`src/rtl/bexc_pkg.sv`:
```
package bexc_pkg;

    localparam int XT_W  = 2;
    localparam int WIN_W = 2;

    typedef enum logic [WIN_W-1:0] {
        WIN_RESET = 2'b00,
        WIN_RUN   = 2'b01,
        WIN_BERR  = 2'b10,
        WIN_HALT  = 2'b11
    } win_e;

    typedef enum logic [XT_W-1:0] {
        XT_NONE   = 2'b00,
        XT_BUSERR = 2'b01,
        XT_BREAK  = 2'b10,
        XT_RSVD   = 2'b11
    } xtype_e;

endpackage

```
`src/rtl/fault_window.sv`:
```
module fault_window
    import bexc_pkg::*;
(
    input  logic clk,
    input  logic rst_n,
    input  logic bus_err_i,
    input  logic insn_done_i,
    input  logic handler_first_i,
    input  logic exc_start_i,
    output win_e win_o,
    output logic berr_pend_o
);

    typedef struct packed {
        win_e win;
        logic berr;
    } fw_state_t;

    localparam fw_state_t FW_RESET = '{win: WIN_RESET, berr: 1'b0};

    fw_state_t s_d, s_q;

    always_comb begin
        s_d = s_q;
        unique case (s_q.win)
            WIN_RESET: begin
                if (bus_err_i) begin
                    s_d.win  = WIN_HALT;
                    s_d.berr = 1'b1;
                end else if (insn_done_i) begin
                    s_d.win = WIN_RUN;
                end
            end
            WIN_RUN: begin
                if (bus_err_i) begin
                    s_d.berr = 1'b1;
                end
                if (exc_start_i && s_q.berr) begin
                    s_d.win = WIN_BERR;
                end
            end
            WIN_BERR: begin
                if (bus_err_i) begin
                    s_d.win = WIN_HALT;
                end else if (handler_first_i) begin
                    s_d.berr = 1'b0;
                    s_d.win  = WIN_RUN;
                end
            end
            WIN_HALT: begin
                s_d = s_q;
            end
            default: s_d = FW_RESET;
        endcase
    end

    always_ff @(posedge clk or negedge rst_n) begin
        if (!rst_n) begin
            s_q <= FW_RESET;
        end else begin
            s_q <= s_d;
        end
    end

    assign win_o       = s_q.win;
    assign berr_pend_o = s_q.berr;

    assert_berr_window_fault_R4: assert property (@(posedge clk) disable iff (!rst_n)
        (win_o == WIN_BERR && bus_err_i) |=> (win_o == WIN_HALT));

    assert_halt_sticky_R6: assert property (@(posedge clk) disable iff (!rst_n)
        (win_o == WIN_HALT) |=> (win_o == WIN_HALT && $stable(berr_pend_o)));

    assert_handler_clears_R3: assert property (@(posedge clk) disable iff (!rst_n)
        (win_o == WIN_BERR && handler_first_i && !bus_err_i) |=> (!berr_pend_o && win_o == WIN_RUN));

endmodule

```
`src/rtl/bkpt_capture.sv`:
```
module bkpt_capture #(
    parameter int NUM_SRC = 2
) (
    input  logic               clk,
    input  logic               rst_n,
    input  logic [NUM_SRC-1:0] src_i,
    input  logic               cyc_end_i,
    input  logic               freeze_i,
    input  logic               clear_i,
    output logic               pend_o
);

    typedef struct packed {
        logic pend;
    } bk_state_t;

    bk_state_t s_d, s_q;

    logic [NUM_SRC:0] any_chain;

    assign any_chain[0] = 1'b0;
    for (genvar g = 0; g < NUM_SRC; g++) begin : g_src_or
        assign any_chain[g+1] = any_chain[g] | src_i[g];
    end

    always_comb begin
        s_d = s_q;
        if (!freeze_i) begin
            s_d.pend = (s_q.pend & ~clear_i) | (cyc_end_i & any_chain[NUM_SRC]);
        end
    end

    always_ff @(posedge clk or negedge rst_n) begin
        if (!rst_n) begin
            s_q <= '{pend: 1'b0};
        end else begin
            s_q <= s_d;
        end
    end

    assign pend_o = s_q.pend;

    assert_bkpt_captured_R7: assert property (@(posedge clk) disable iff (!rst_n)
        (!freeze_i && cyc_end_i && (|src_i)) |=> pend_o);

    assert_bkpt_needs_cycle_end_R7: assert property (@(posedge clk) disable iff (!rst_n)
        (!cyc_end_i && !pend_o) |=> !pend_o);

endmodule

```
`src/rtl/exc_issue.sv`:
```
module exc_issue
    import bexc_pkg::*;
(
    input  logic   clk,
    input  logic   rst_n,
    input  logic   boundary_i,
    input  logic   berr_now_i,
    input  logic   bkpt_i,
    output logic   req_o,
    output xtype_e type_o
);

    typedef struct packed {
        logic   req;
        xtype_e typ;
    } is_state_t;

    is_state_t s_d, s_q;

    always_comb begin
        s_d.req = 1'b0;
        s_d.typ = XT_NONE;
        if (boundary_i) begin
            if (berr_now_i) begin
                s_d.req = 1'b1;
                s_d.typ = XT_BUSERR;
            end else if (bkpt_i) begin
                s_d.req = 1'b1;
                s_d.typ = XT_BREAK;
            end
        end
    end

    always_ff @(posedge clk or negedge rst_n) begin
        if (!rst_n) begin
            s_q <= '{req: 1'b0, typ: XT_NONE};
        end else begin
            s_q <= s_d;
        end
    end

    assign req_o  = s_q.req;
    assign type_o = s_q.typ;

    assert_req_on_boundary_R1: assert property (@(posedge clk) disable iff (!rst_n)
        req_o |-> $past(boundary_i));

    assert_req_type_valid_R8: assert property (@(posedge clk) disable iff (!rst_n)
        req_o |-> ($countones(type_o) == 1));

    assert_berr_first_R9: assert property (@(posedge clk) disable iff (!rst_n)
        (boundary_i && berr_now_i) |=> (req_o && type_o == XT_BUSERR));

endmodule

```
`src/rtl/buserr_exc_ctrl.sv`:
```
module buserr_exc_ctrl
    import bexc_pkg::*;
(
    input  logic             clk,
    input  logic             rst_n,
    input  logic             bus_err_i,
    input  logic             cyc_end_i,
    input  logic             bkpt_int_i,
    input  logic             bkpt_ext_i,
    input  logic             insn_done_i,
    input  logic             handler_first_i,
    input  logic             exc_start_i,
    output logic             exc_req_o,
    output logic [XT_W-1:0]  exc_type_o,
    output logic             halt_o,
    output logic             berr_pend_o,
    output logic             bkpt_pend_o,
    output logic [WIN_W-1:0] window_o
);

    localparam int NUM_BKPT_SRC = 2;

    win_e   win;
    logic   berr_pend;
    logic   bkpt_pend;
    logic   in_run;
    logic   bkpt_clear;
    xtype_e xtype;

    fault_window u_window (
        .clk             (clk),
        .rst_n           (rst_n),
        .bus_err_i       (bus_err_i),
        .insn_done_i     (insn_done_i),
        .handler_first_i (handler_first_i),
        .exc_start_i     (exc_start_i),
        .win_o           (win),
        .berr_pend_o     (berr_pend)
    );

    assign in_run     = (win == WIN_RUN);
    assign bkpt_clear = in_run & exc_start_i & ~berr_pend;

    bkpt_capture #(
        .NUM_SRC (NUM_BKPT_SRC)
    ) u_bkpt (
        .clk       (clk),
        .rst_n     (rst_n),
        .src_i     ({bkpt_ext_i, bkpt_int_i}),
        .cyc_end_i (cyc_end_i),
        .freeze_i  (win == WIN_HALT),
        .clear_i   (bkpt_clear),
        .pend_o    (bkpt_pend)
    );

    exc_issue u_issue (
        .clk        (clk),
        .rst_n      (rst_n),
        .boundary_i (in_run & insn_done_i),
        .berr_now_i (berr_pend | bus_err_i),
        .bkpt_i     (bkpt_pend),
        .req_o      (exc_req_o),
        .type_o     (xtype)
    );

    assign exc_type_o  = xtype;
    assign halt_o      = (win == WIN_HALT);
    assign berr_pend_o = berr_pend;
    assign bkpt_pend_o = bkpt_pend;
    assign window_o    = win;

    assert_halt_blocks_req_R6: assert property (@(posedge clk) disable iff (!rst_n)
        halt_o |=> !exc_req_o);

    assert_reset_window_fault_R5: assert property (@(posedge clk) disable iff (!rst_n)
        (window_o == 2'b00 && bus_err_i) |=> halt_o);

    assert_bkpt_kept_R9: assert property (@(posedge clk) disable iff (!rst_n)
        (window_o == 2'b01 && insn_done_i && bus_err_i && bkpt_pend_o && !exc_start_i) |=> bkpt_pend_o);

endmodule

```
`config.mk`:
```
export PLATFORM = sky130hd
export DESIGN_NAME = buserr_exc_ctrl
export DESIGN_NICKNAME = d
export VERILOG_FILES = /design/src/rtl/bexc_pkg.sv /design/src/rtl/fault_window.sv /design/src/rtl/bkpt_capture.sv /design/src/rtl/exc_issue.sv /design/src/rtl/buserr_exc_ctrl.sv
export SDC_FILE = /design/constraint.sdc
export NUM_CORES = 1
export LEC_CHECK = 0
export BUFFER_PORTS_ARGS = -buffer_cell sky130_fd_sc_hd__buf_2
export CORE_AREA = 2 2 39 41
export DETAILED_ROUTE_END_ITERATION = 6
export DIE_AREA = 0 0 41 43
export PLACE_DENSITY = 0.57
export SETUP_SLACK_MARGIN = 0.02
export SLEW_MARGIN = 20
export SYNTH_ARGS = -nofsm -noshare
export SYNTH_HDL_FRONTEND = slang
export SYNTH_SLANG_ARGS = --single-unit
```
`constraint.sdc`:
```
create_clock -name clk -period 4.2 [get_ports clk]
set_input_delay 0.84 -clock clk [delete_from_list [all_inputs] [get_ports clk]]
set_output_delay 0.84 -clock clk [all_outputs]
set_load 0.05 [all_outputs]
```
==> metrics.md, run 1 <==
| Metric | Value |
|---|---|
| Largest net degree at the start of global routing | `10` |
| Clock transition at path regs | `~60 ps` |
| Critical path class | `flip-flop to primary output` |
| Area of the core | `approximately 1400 um2` |
| Status | `completed` |
| Final setup viols | `0` |
| Num CTS Buffers | `3` |
| Post-synthesis sequential area ratio | `0.4321` |
| Ant. Diodes | `0` |
| Adder-cell share of the synthesized area | `0.1235` |
| R2r startpoint | `u_window.win_o[1]` |
| Peak VDD IR | `0.2101 mV` |
| Crit path time final | `~2200 ps` |
| Syn avg cell area | `10.13 um2` |
| Vias | `378` |
| Ranking of synthesized cells by area | `dfrtp_1 43%, ha_1 12%, nand2_1 5.6%` |
| Initial antenna violation count | `0` |
| Min-Delay Path Class | `primary input to asynchronous set/reset pin` |
| End-of-flow core utilization | `0.3852` |
| Non-Filler Instances | `76` |
| Leak | `~0.28 nW` |
| Hold WS | `around 400 ps` |
| Total global routing overflow | `0` |
| Fin nets | `between 70 and 80` |
| Die width | `~40 um` |
| All-Layer GR Usage | `0.1321` |
| Die height | `43 um` |
| # H-tree levels | `1` |
| Ports | `17` |
| Multiplexer share of the synthesized area | `0` |
| Post-route ant nets | `0` |
| FP Rows | `14` |
| Yosys warning total | `0` |
| Post-Syn Nets | `53` |
| Slowest cell on crit path | `dfrtp_1` |
| WP data required | `between 3000 and 4000 ps` |
| CP Launch Point | `u_window.win_o[1]` |
| Slew Limit Headroom | `0.7997` |
| Distinct cells, synth | `18` |
| Actual slew at the worst max-slew pin | `approximately 300 ps` |
| Fmax | `about 0.45 GHz` |
| Detailed Route WL | `~900 um` |
| Root buffer cell | `clkbuf_4` |
| RSZ-0062 raised after global routing | `no` |
| Setup crit start kind | `flip-flop` |
| Crit-path cells | `ha_1 > buf_2` |
| Clk pwr share | `0.145` |
| Clock skew | `between 2 and 2.5 ps` |
| Area share of the largest cell type after synthesis | `0.4321` |
| Post-synthesis compound-gate area fraction | `0.2284` |
| Final period util | `0.5270` |
| Crit path DAT | `approximately 1400 ps` |
| CTS Sinks | `7` |
| Final Hold Viols | `0` |
| Sw power | `approximately 0.23 mW` |
| Final Wtd Congestion | `0.7264` |
| Total die area | `1763 um2` |
| Setup TNS | `0 ps` |
| Largest stage delay on the critical path | `around 430 ps` |
| Placed cell count | `72` |
| Pwr/cell area | `~810 nW/um2` |
| Vias in the first global route | `between 300 and 400` |
| Total Power | `0.4302 mW` |
| Xor and xnor area share after synthesis | `0` |
| First-pass GRT wire length | `about 1.5 mm` |
| Post-Syn Instances | `40` |
| Starting Density | `0.2929` |
| Clk Latency, worst-skew pair | `250 ps` |
| Post-CTS sizing | `0` |
| Sequential share of power | `0.264` |
| Detailed Routing Iterations Pass 1 | `2` |
| Simple-Gate Fraction of Synth Area | `0.1883` |
| Synth Cell Area | `between 400 and 500 um2` |
| Post-CTS Setup Inserts | `0` |
| Vias per inst | `about 5.0` |
| Flop and latch count out of synthesis | `7` |
| Sw Ratio | `0.5280` |
| Crit Path Max Fanout | `9` |
| Share of cells above drive strength 1 | `0.3667` |
| Area delta synth->final | `31.48%` |
| Max cap viols | `0` |
| Crit end category | `primary output` |
| # DRC | `0` |
| Iter 0 DRT Violations | `2` |
| Post-DP HPWL | `between 600 and 700 um` |
| Synth area leader | `dfrtp_1` |
| Port bufs | `16` |
| Largest family of logic cells by synthesized area | `compound AO/OA/AOI/OAI gates` |
| FF-to-FF setup slack | `about 2700 ps` |
| Pint | `0.2031 mW` |
| CTS tree | `yes` |
| Longest Clk Path Bufs | `2` |
| Fillers | `around 140` |
| DR WL/cell | `roughly 12 um` |
| Post-CTS Hold Buffers | `0` |
| Max-slew violation count | `0` |
| Combinational power share | `0.590` |
-- synth_stat cells --
cell type and count:
nand3_1 1, nor3_1 1, o21ai_0 1, ha_1 4
or3_1 1, nor3b_2 1, nand2_1 6, o211a_1 1
inv_1 3, o221a_1 1, o211ai_1 2, a21oi_1 2
a22o_1 1, or2_2 1, nand2b_1 3, o31ai_1 2
dfrtp_1 7, a211o_1 2
-- per-stage QoR --
stage                     area, um2  worst slack, ps
after floorplan               405.4             1995
after global placement        505.5             2319
after detailed placement      505.5             2268
after CTS                     533.0             1974
after global routing          533.0             1929
final                         533.0             1987
-- cell families after synthesis --
family,count (synthesis)
buf+inv,3
compound gates,12
fa+ha+maj,4
flops,7
simple gates,14
-- sequential cells by signal (all words and copies together) (netlist names) --
register,cells
u_bkpt.pend_o,1
u_issue.req_o,1
u_issue.type_o,2
u_window.berr_pend_o,1
u_window.win_o,2
-- power by group through the flow --
stage	combinational (mW)	sequential (mW)	clock [mW]
floorplan	0.123	0.189	0
global placement	0.255	0.112	0
detailed placement	0.252	0.115	0
CTS	0.255	0.114	0.0660
global route	0.275	0.118	0.0669
finish	0.254	0.114	0.0626
-- worst paths after layout --
path                                         to  cells after the start
setup / recovery                         halt_o                      2
hold / removal                    u_issue.req_o                      1
setup reg to reg           u_window.berr_pend_o                      5
hold reg to reg                   u_bkpt.pend_o                      2
max in group asynchronous     u_window.win_o[1]                      1
min in group clk                  u_bkpt.pend_o                      2
-- layout make-up --
class                      count  area [um2]  area share
clock buffer                   3       22.52     0.04225
clock inverter                 1       5.005    0.009390
inverter                       3       11.26     0.02113
multi-input combinational     30       219.0      0.4108
sequential                     7       175.2      0.3286
tap                           16       20.02     0.03756
timing repair buffer          16       80.08      0.1502
-- layer usage --
metal	vias up	track usage	part of all wire
met3	2	0.01571	0.039
met2	10	0.1875	0.49
met4	0	0.1267	0.013
met1	181	0.1596	0.45
met5	-	0	0
li1	185	-	-
-- layout by cell type, fill, tap and decap left out --
cell type  synthesis  final
buf_2              0     16
dfrtp_1            7      7
nand2_1            6      6
ha_1               4      4
inv_1              3      3
nand2b_1           3      3
clkbuf_4           0      3
o31ai_1            2      2
a21oi_1            2      2
a211o_1            2      2
o211ai_1           2      2
o211a_1            1      1
nand3_1            1      1
nor3_1             1      1
nor3b_2            1      1
a22o_1             1      1
or3_1              1      1
o221a_1            1      1
or2_2              1      1
o21ai_0            1      1
clkinv_2           0      1
-- critical path: cells and delay by family, from the launching register on --
| family | cells | cell delay [ps] |
|---|---|---|
| flops | 1 | 430 |
| fa+ha+maj | 1 | 360 |
| buf+inv | 1 | 330 |
Power figures use the tool's default switching activity.
==> inputs of run 2 (changes only) <==
--- a/config.mk
+++ b/config.mk
@@ -9,7 +9,7 @@
 export CORE_AREA = 2 2 39 41
 export DETAILED_ROUTE_END_ITERATION = 6
 export DIE_AREA = 0 0 41 43
-export PLACE_DENSITY = 0.57
+export PLACE_DENSITY = 0.59
 export SETUP_SLACK_MARGIN = 0.02
 export SLEW_MARGIN = 20
 export SYNTH_ARGS = -nofsm -noshare
==> constraint.sdc (replaced) <==
create_clock -name clk -period 1.8 [get_ports clk]
set_input_delay 0.36 -clock clk [delete_from_list [all_inputs] [get_ports clk]]
set_output_delay 0.36 -clock clk [all_outputs]
set_load 0.05 [all_outputs]
==> metrics.md, run 2 (synthesis gave the netlist of run 1 again) <==
| Metric | Value |
|---|---|
| Share of cells above drive strength 1 | `0.3607 (-0.006011)` |
| Post-route ant nets | `0 (unchanged)` |
| Crit-path cells | `ha_2 > buf_2` |
| Clk Latency, worst-skew pair | `250 ps (about the same)` |
| WP data required | `1440 ps (-1920 ps)` |
| Fin nets | `75 (+1.4%)` |
| # H-tree levels | `1 (unchanged)` |
| Pwr/cell area | `1837 nW/um2 (+130%)` |
| Iter 0 DRT Violations | `5 (+3)` |
| Most frequent cells in the layout | `16 x buf_2, 7 x dfrtp_1, 6 x nand2_1` |
| All-Layer GR Usage | `0.1289 (-0.003154)` |
| Crit end category | `primary output` |
| Max-slew violation count | `0 (unchanged)` |
| Post-CTS Hold Buffers | `1 (+1)` |
| Worst R2R End | `u_window.win_o[1]` |
| Die width | `41 um (unchanged)` |
| Ant. Diodes | `0 (unchanged)` |
| Final setup viols | `0 (unchanged)` |
| # DRC | `0 (unchanged)` |
| FP Rows | `14 (unchanged)` |
| Ports | `17 (unchanged)` |
| FF-to-FF setup slack | `330 ps (-2400 ps)` |
| Total Power | `1.000 mW (+130%)` |
| Crit Path Max Fanout | `9 (unchanged)` |
| CP bufs+invs | `1 (unchanged)` |
| Setup TNS | `0 ps (unchanged)` |
| Status | `completed` |
| Die height | `43 um (unchanged)` |
| CP top delay family | `flip-flops` |
| Num CTS Buffers | `3 (unchanged)` |
| Slew Limit Headroom | `0.8317 (+0.03205)` |
| Post-CTS sizing | `0 (unchanged)` |
| Fmax | `about 0.60 GHz` |
| Area delta synth->final | `34.26%` |
| Crit path DAT | `1320 ps (-50 ps)` |
| Final Hold Viols | `0 (unchanged)` |
| CTS tree | `yes` |
| Post-CTS Setup Inserts | `0 (unchanged)` |
| Critical path class | `flip-flop to primary output` |
| FF-to-FF path depth | `4 (-1)` |
| Hold path startpoint | `bkpt_int_i` |
| Total global routing overflow | `0 (unchanged)` |
| Final Wtd Congestion | `0.7699 (+6.0%)` |
| Detailed Route WL | `881 um (-2.5%)` |
| Port bufs | `16 (unchanged)` |
| DR WL/cell | `11.44 um (-3.8%)` |
| Vias in the first global route | `387 (+1.3%)` |
| Post-DP HPWL | `675.6 um (-2.3%)` |
| Initial antenna violation count | `0 (unchanged)` |
| Most common cell after layout, fill and taps aside | `buf_2` |
| Starting Density | `0.2929 (unchanged)` |
| Clock transition at path regs | `50 ps (about the same)` |
| Longest Clk Path Bufs | `2 (unchanged)` |
| First-pass GRT wire length | `1.566 mm (+1.8%)` |
| Hold depth | `3` |
| Vias | `385 (+1.9%)` |
| Crit path time final | `~1700 ps` |
| Peak VDD IR | `0.5201 mV (+150%)` |
| Largest net degree at the start of global routing | `10 (unchanged)` |
| Clock skew | `3.130 ps (+0.7441 ps)` |
| CTS Sinks | `7 (unchanged)` |
| Detailed Routing Iterations Pass 1 | `4 (+2)` |
| Hold WS | `365.2 ps (-38.26 ps)` |
| Total die area | `1763 um2 (unchanged)` |
| Hold EP | `u_bkpt.pend_o` |
| R2r startpoint | `u_window.win_o[1]` |
| Min-Delay Path Class | `primary input to flip-flop` |
| Vias per inst | `5.000 (+0.53%)` |
| Fillers | `150 (+4.9%)` |
| Actual slew at the worst max-slew pin | `252.4 ps (-48.07 ps)` |
| End-of-flow core utilization | `0.3933 (+0.008137)` |
| RSZ-0062 raised after global routing | `no` |
| Slowest cell on crit path | `dfrtp_1` |
| Root buffer cell | `clkbuf_4` |
| Max cap viols | `0 (unchanged)` |
| Area of the core | `1384 um2 (unchanged)` |
| Final period util | `0.9312` |
| Setup crit start kind | `flip-flop` |
| Leak | `0.2782 nW (about the same)` |
| Largest stage delay on the critical path | `450 ps (+20 ps)` |
[run 2: tightest hold or removal path: cells and delay by family]
family	cells	cell delay (ps)
buffers and inverters	1	70
AOI/OAI and AO/OA	1	70
and+or+nand+nor	1	70
[run 2: layout make-up]
cell class | count | area [um2] | share of cell area
repair buffers | 17 | 90.09 | 0.1655
inverters | 3 | 11.26 | 0.02069
multi-input cells | 30 | 221.5 | 0.4069
clock buffers | 4 | 26.28 | 0.04828
flip-flops and latches | 7 | 175.2 | 0.3218
well taps | 16 | 20.02 | 0.03678
[run 2: power by group]
group	switching (mW)	internal, mW
sequential	0.0567	0.210
combinational	0.408	0.186
clock	0.0542	0.0844
[run 2: how the worst max path moves through the flow]
stage	start	to	slack [ps]	cells past startpoint
detailed placement	u_window.win_o[1]	u_window.win_o[1]	340	4
floorplan	u_window.win_o[1]	u_window.berr_pend_o	70	4
global placement	u_window.win_o[1]	u_window.win_o[1]	350	4
finish	u_window.win_o[1]	halt_o	120	2
global route	u_window.win_o[1]	halt_o	60	2
CTS	u_window.win_o[1]	halt_o	110	2
[run 2: metal layers]
metal / part of all wire / routed length (um) / GRT usage
met1: 0.46 / 404 / 0.1786
met2: 0.50 / 443 / 0.1813
met3: 0.037 / 33 / 0.01571
met4: 0 / 0 / 0.08000
met5: 0 / 0 / 0
[run 2: metrics by stage]
stage | instances | area, um2 | worst slack [ps]
2_1_floorplan | 40 | 407.9 | 74.86
3_3_place_gp | 72 | 508.0 | 346.7
3_5_place_dp | 72 | 508.0 | 339.8
4_1_cts | 77 | 544.3 | 114.0
5_1_grt | 77 | 544.3 | 56.19
6_report | 77 | 544.3 | 123.9
==> inputs of run 3 (changes only) <==
--- a/config.mk
+++ b/config.mk
@@ -9,9 +9,10 @@
 export CORE_AREA = 2 2 39 41
 export DETAILED_ROUTE_END_ITERATION = 6
 export DIE_AREA = 0 0 41 43
-export PLACE_DENSITY = 0.59
+export PLACE_DENSITY = 0.65
 export SETUP_SLACK_MARGIN = 0.02
 export SLEW_MARGIN = 20
 export SYNTH_ARGS = -nofsm -noshare
 export SYNTH_HDL_FRONTEND = slang
 export SYNTH_SLANG_ARGS = --single-unit
+export TNS_END_PERCENT = 30
==> metrics.md, run 3 (synthesis gave the netlist of run 1 again) <==
| Metric | Value |
|---|---|
| All-Layer GR Usage | `0.1239 (-0.005035)` |
| Post-CTS Setup Inserts | `0 (unchanged)` |
| Vias in the first global route | `368 (-4.9%)` |
| Final Wtd Congestion | `0.7304 (-5.1%)` |
| Clock skew | `3.889 ps (+0.7589 ps)` |
| First-pass GRT wire length | `1.504 mm (-4.0%)` |
| # DRC | `0 (unchanged)` |
| Max cap viols | `0 (unchanged)` |
| Initial antenna violation count | `0 (unchanged)` |
| Status | `completed` |
| Fillers | `150 (unchanged)` |
| # H-tree levels | `1 (unchanged)` |
| Crit end category | `primary output` |
| Placed cell count | `72 (unchanged)` |
| Iter 0 DRT Violations | `9 (+4)` |
| Longest Clk Path Bufs | `2 (unchanged)` |
| Ant. Diodes | `0 (unchanged)` |
| Final setup viols | `0 (unchanged)` |
| Sequential share of power | `0.265 (-0.002)` |
| Actual slew at the worst max-slew pin | `230.5 ps (-21.88 ps)` |
| Slowest cell on crit path | `dfrtp_1` |
| Peak VDD IR | `0.5314 mV (+2.2%)` |
| Vias | `383 (-0.52%)` |
| Combinational power share | `0.598 (+0.004)` |
| Total global routing overflow | `0 (unchanged)` |
| CTS tree | `yes` |
| RSZ-0062 raised after global routing | `no` |
| DR WL/cell | `11.68 um (+2.0%)` |
| Sw Ratio | `0.5175 (-0.001607)` |
| Most common cell after layout, fill and taps aside | `buf_2` |
| CP top delay family | `flip-flops` |
| Die height | `43 um (unchanged)` |
| Critical path class | `flip-flop to primary output` |
| FP Rows | `14 (unchanged)` |
| WP data required | `1440 ps (about the same)` |
| Root buffer cell | `clkbuf_4` |
| Largest net degree at the start of global routing | `10 (unchanged)` |
| CP bufs+invs | `1 (unchanged)` |
| Clock transition at path regs | `50 ps (about the same)` |
| Final Hold Viols | `0 (unchanged)` |
| Ports | `17 (unchanged)` |
| Non-Filler Instances | `77 (unchanged)` |
| Clk pwr share | `0.137 (-0.002)` |
| Total die area | `1763 um2 (unchanged)` |
| Setup crit start kind | `flip-flop` |
| Starting Density | `0.2929 (unchanged)` |
| Post-DP HPWL | `691.6 um (+2.4%)` |
| Crit path DAT | `1290 ps (-30 ps)` |
| Max-slew violation count | `0 (unchanged)` |
| Post-CTS sizing | `0 (unchanged)` |
| Pint | `0.4818 mW (+0.18%)` |
| Share of cells above drive strength 1 | `0.3607 (unchanged)` |
| Vias per inst | `4.974 (-0.52%)` |
| Post-CTS Hold Buffers | `1 (unchanged)` |
| Sw power | `0.5168 mW (-0.46%)` |
| Detailed Routing Iterations Pass 1 | `4 (unchanged)` |
| Fin nets | `75 (unchanged)` |
| Port bufs | `16 (unchanged)` |
| Leak | `0.2782 nW (unchanged)` |
| Area delta synth->final | `34.26% (unchanged)` |
| Clk Latency, worst-skew pair | `240 ps (about the same)` |
| Detailed Route WL | `899 um (+2.0%)` |
| Largest stage delay on the critical path | `430 ps (-20 ps)` |
| Pwr/cell area | `1835 nW/um2 (-0.15%)` |
| Final period util | `0.9193 (-0.01193)` |
| Post-route ant nets | `0 (unchanged)` |
| CTS Sinks | `7 (unchanged)` |
| Min-Delay Path Class | `primary input to flip-flop` |
| Most frequent cells in the layout | `16 x buf_2, 7 x dfrtp_1, 6 x nand2_1` |
| Num CTS Buffers | `3 (unchanged)` |
| Slew Limit Headroom | `0.8450 (+0.01327)` |
| Die width | `41 um (unchanged)` |
| Fmax | `0.6044 GHz (+1.3%)` |
| Crit-path cells | `ha_2 > buf_2` |
| Crit path time final | `1655 ps (-21.47 ps)` |
| Area of the core | `1384 um2 (unchanged)` |
| Crit Path Max Fanout | `9 (unchanged)` |
| Setup TNS | `0 ps (unchanged)` |
[run 3: tightest hold or removal path, delay by kind of cell]
| kind | cells | cell delay (ps) |
|---|---|---|
| and+or+nand+nor | 1 | 60 |
| AOI/OAI and AO/OA | 1 | 70 |
| buffers and inverters | 1 | 70 |
[run 3: power groups by stage]
stage / Sequential [mW] / Clock (mW) / Combinational [mW]
floorplan: 0.441 / 0 / 0.292
global placement: 0.266 / 0 / 0.600
detailed placement: 0.267 / 0 / 0.598
CTS: 0.265 / 0.143 / 0.601
global route: 0.278 / 0.150 / 0.646
finish: 0.265 / 0.136 / 0.597
[run 3: worst paths after layout]
| kind | slack (ps) | cells past startpoint | end | from |
|---|---|---|---|---|
| setup reg to reg | 360 | 4 | u_window.win_o[1] | u_window.win_o[1] |
| setup / recovery | 150 | 2 | halt_o | u_window.win_o[1] |
| hold reg to reg | 530 | 2 | u_bkpt.pend_o | u_bkpt.pend_o |
| min in group asynchronous | 470 | 2 | u_issue.type_o[0] | rst_n |
| hold / removal | 360 | 3 | u_bkpt.pend_o | bkpt_int_i |
| max in group asynchronous | 1170 | 2 | u_issue.req_o | rst_n |
[run 3: layer usage]
layer	up-vias	GRT usage	routed length [um]
met5	-	0	0
met4	0	0.06000	0
met3	0	0.01571	65
met2	15	0.1969	456
met1	179	0.1558	377
li1	189	-	-
[run 3: cell type report]
class | count | area, um2 | share of cell area
Timing Repair Buffer | 17 | 90.09 | 0.1655
Clock buffer | 4 | 26.28 | 0.04828
Inverter | 3 | 11.26 | 0.02069
Sequential cell | 7 | 175.2 | 0.3218
Tap cell | 16 | 20.02 | 0.03678
Multi-Input combinational cell | 30 | 221.5 | 0.4069
[run 3: through the flow]
step	hold slack, ps	setup slack (ps)	cell area, um2	utilization	power (mW)
floorplan	64.41	74.86	407.9	-	0.7332
global placement	199.0	355.7	508.0	0.3671	0.8651
detailed placement	200.2	363.6	508.0	0.3671	0.8650
CTS	349.5	133.9	544.3	0.3933	1.009
global route	375.2	63.64	544.3	0.3933	1.074
finish	355.6	145.3	544.3	0.3933	0.9986
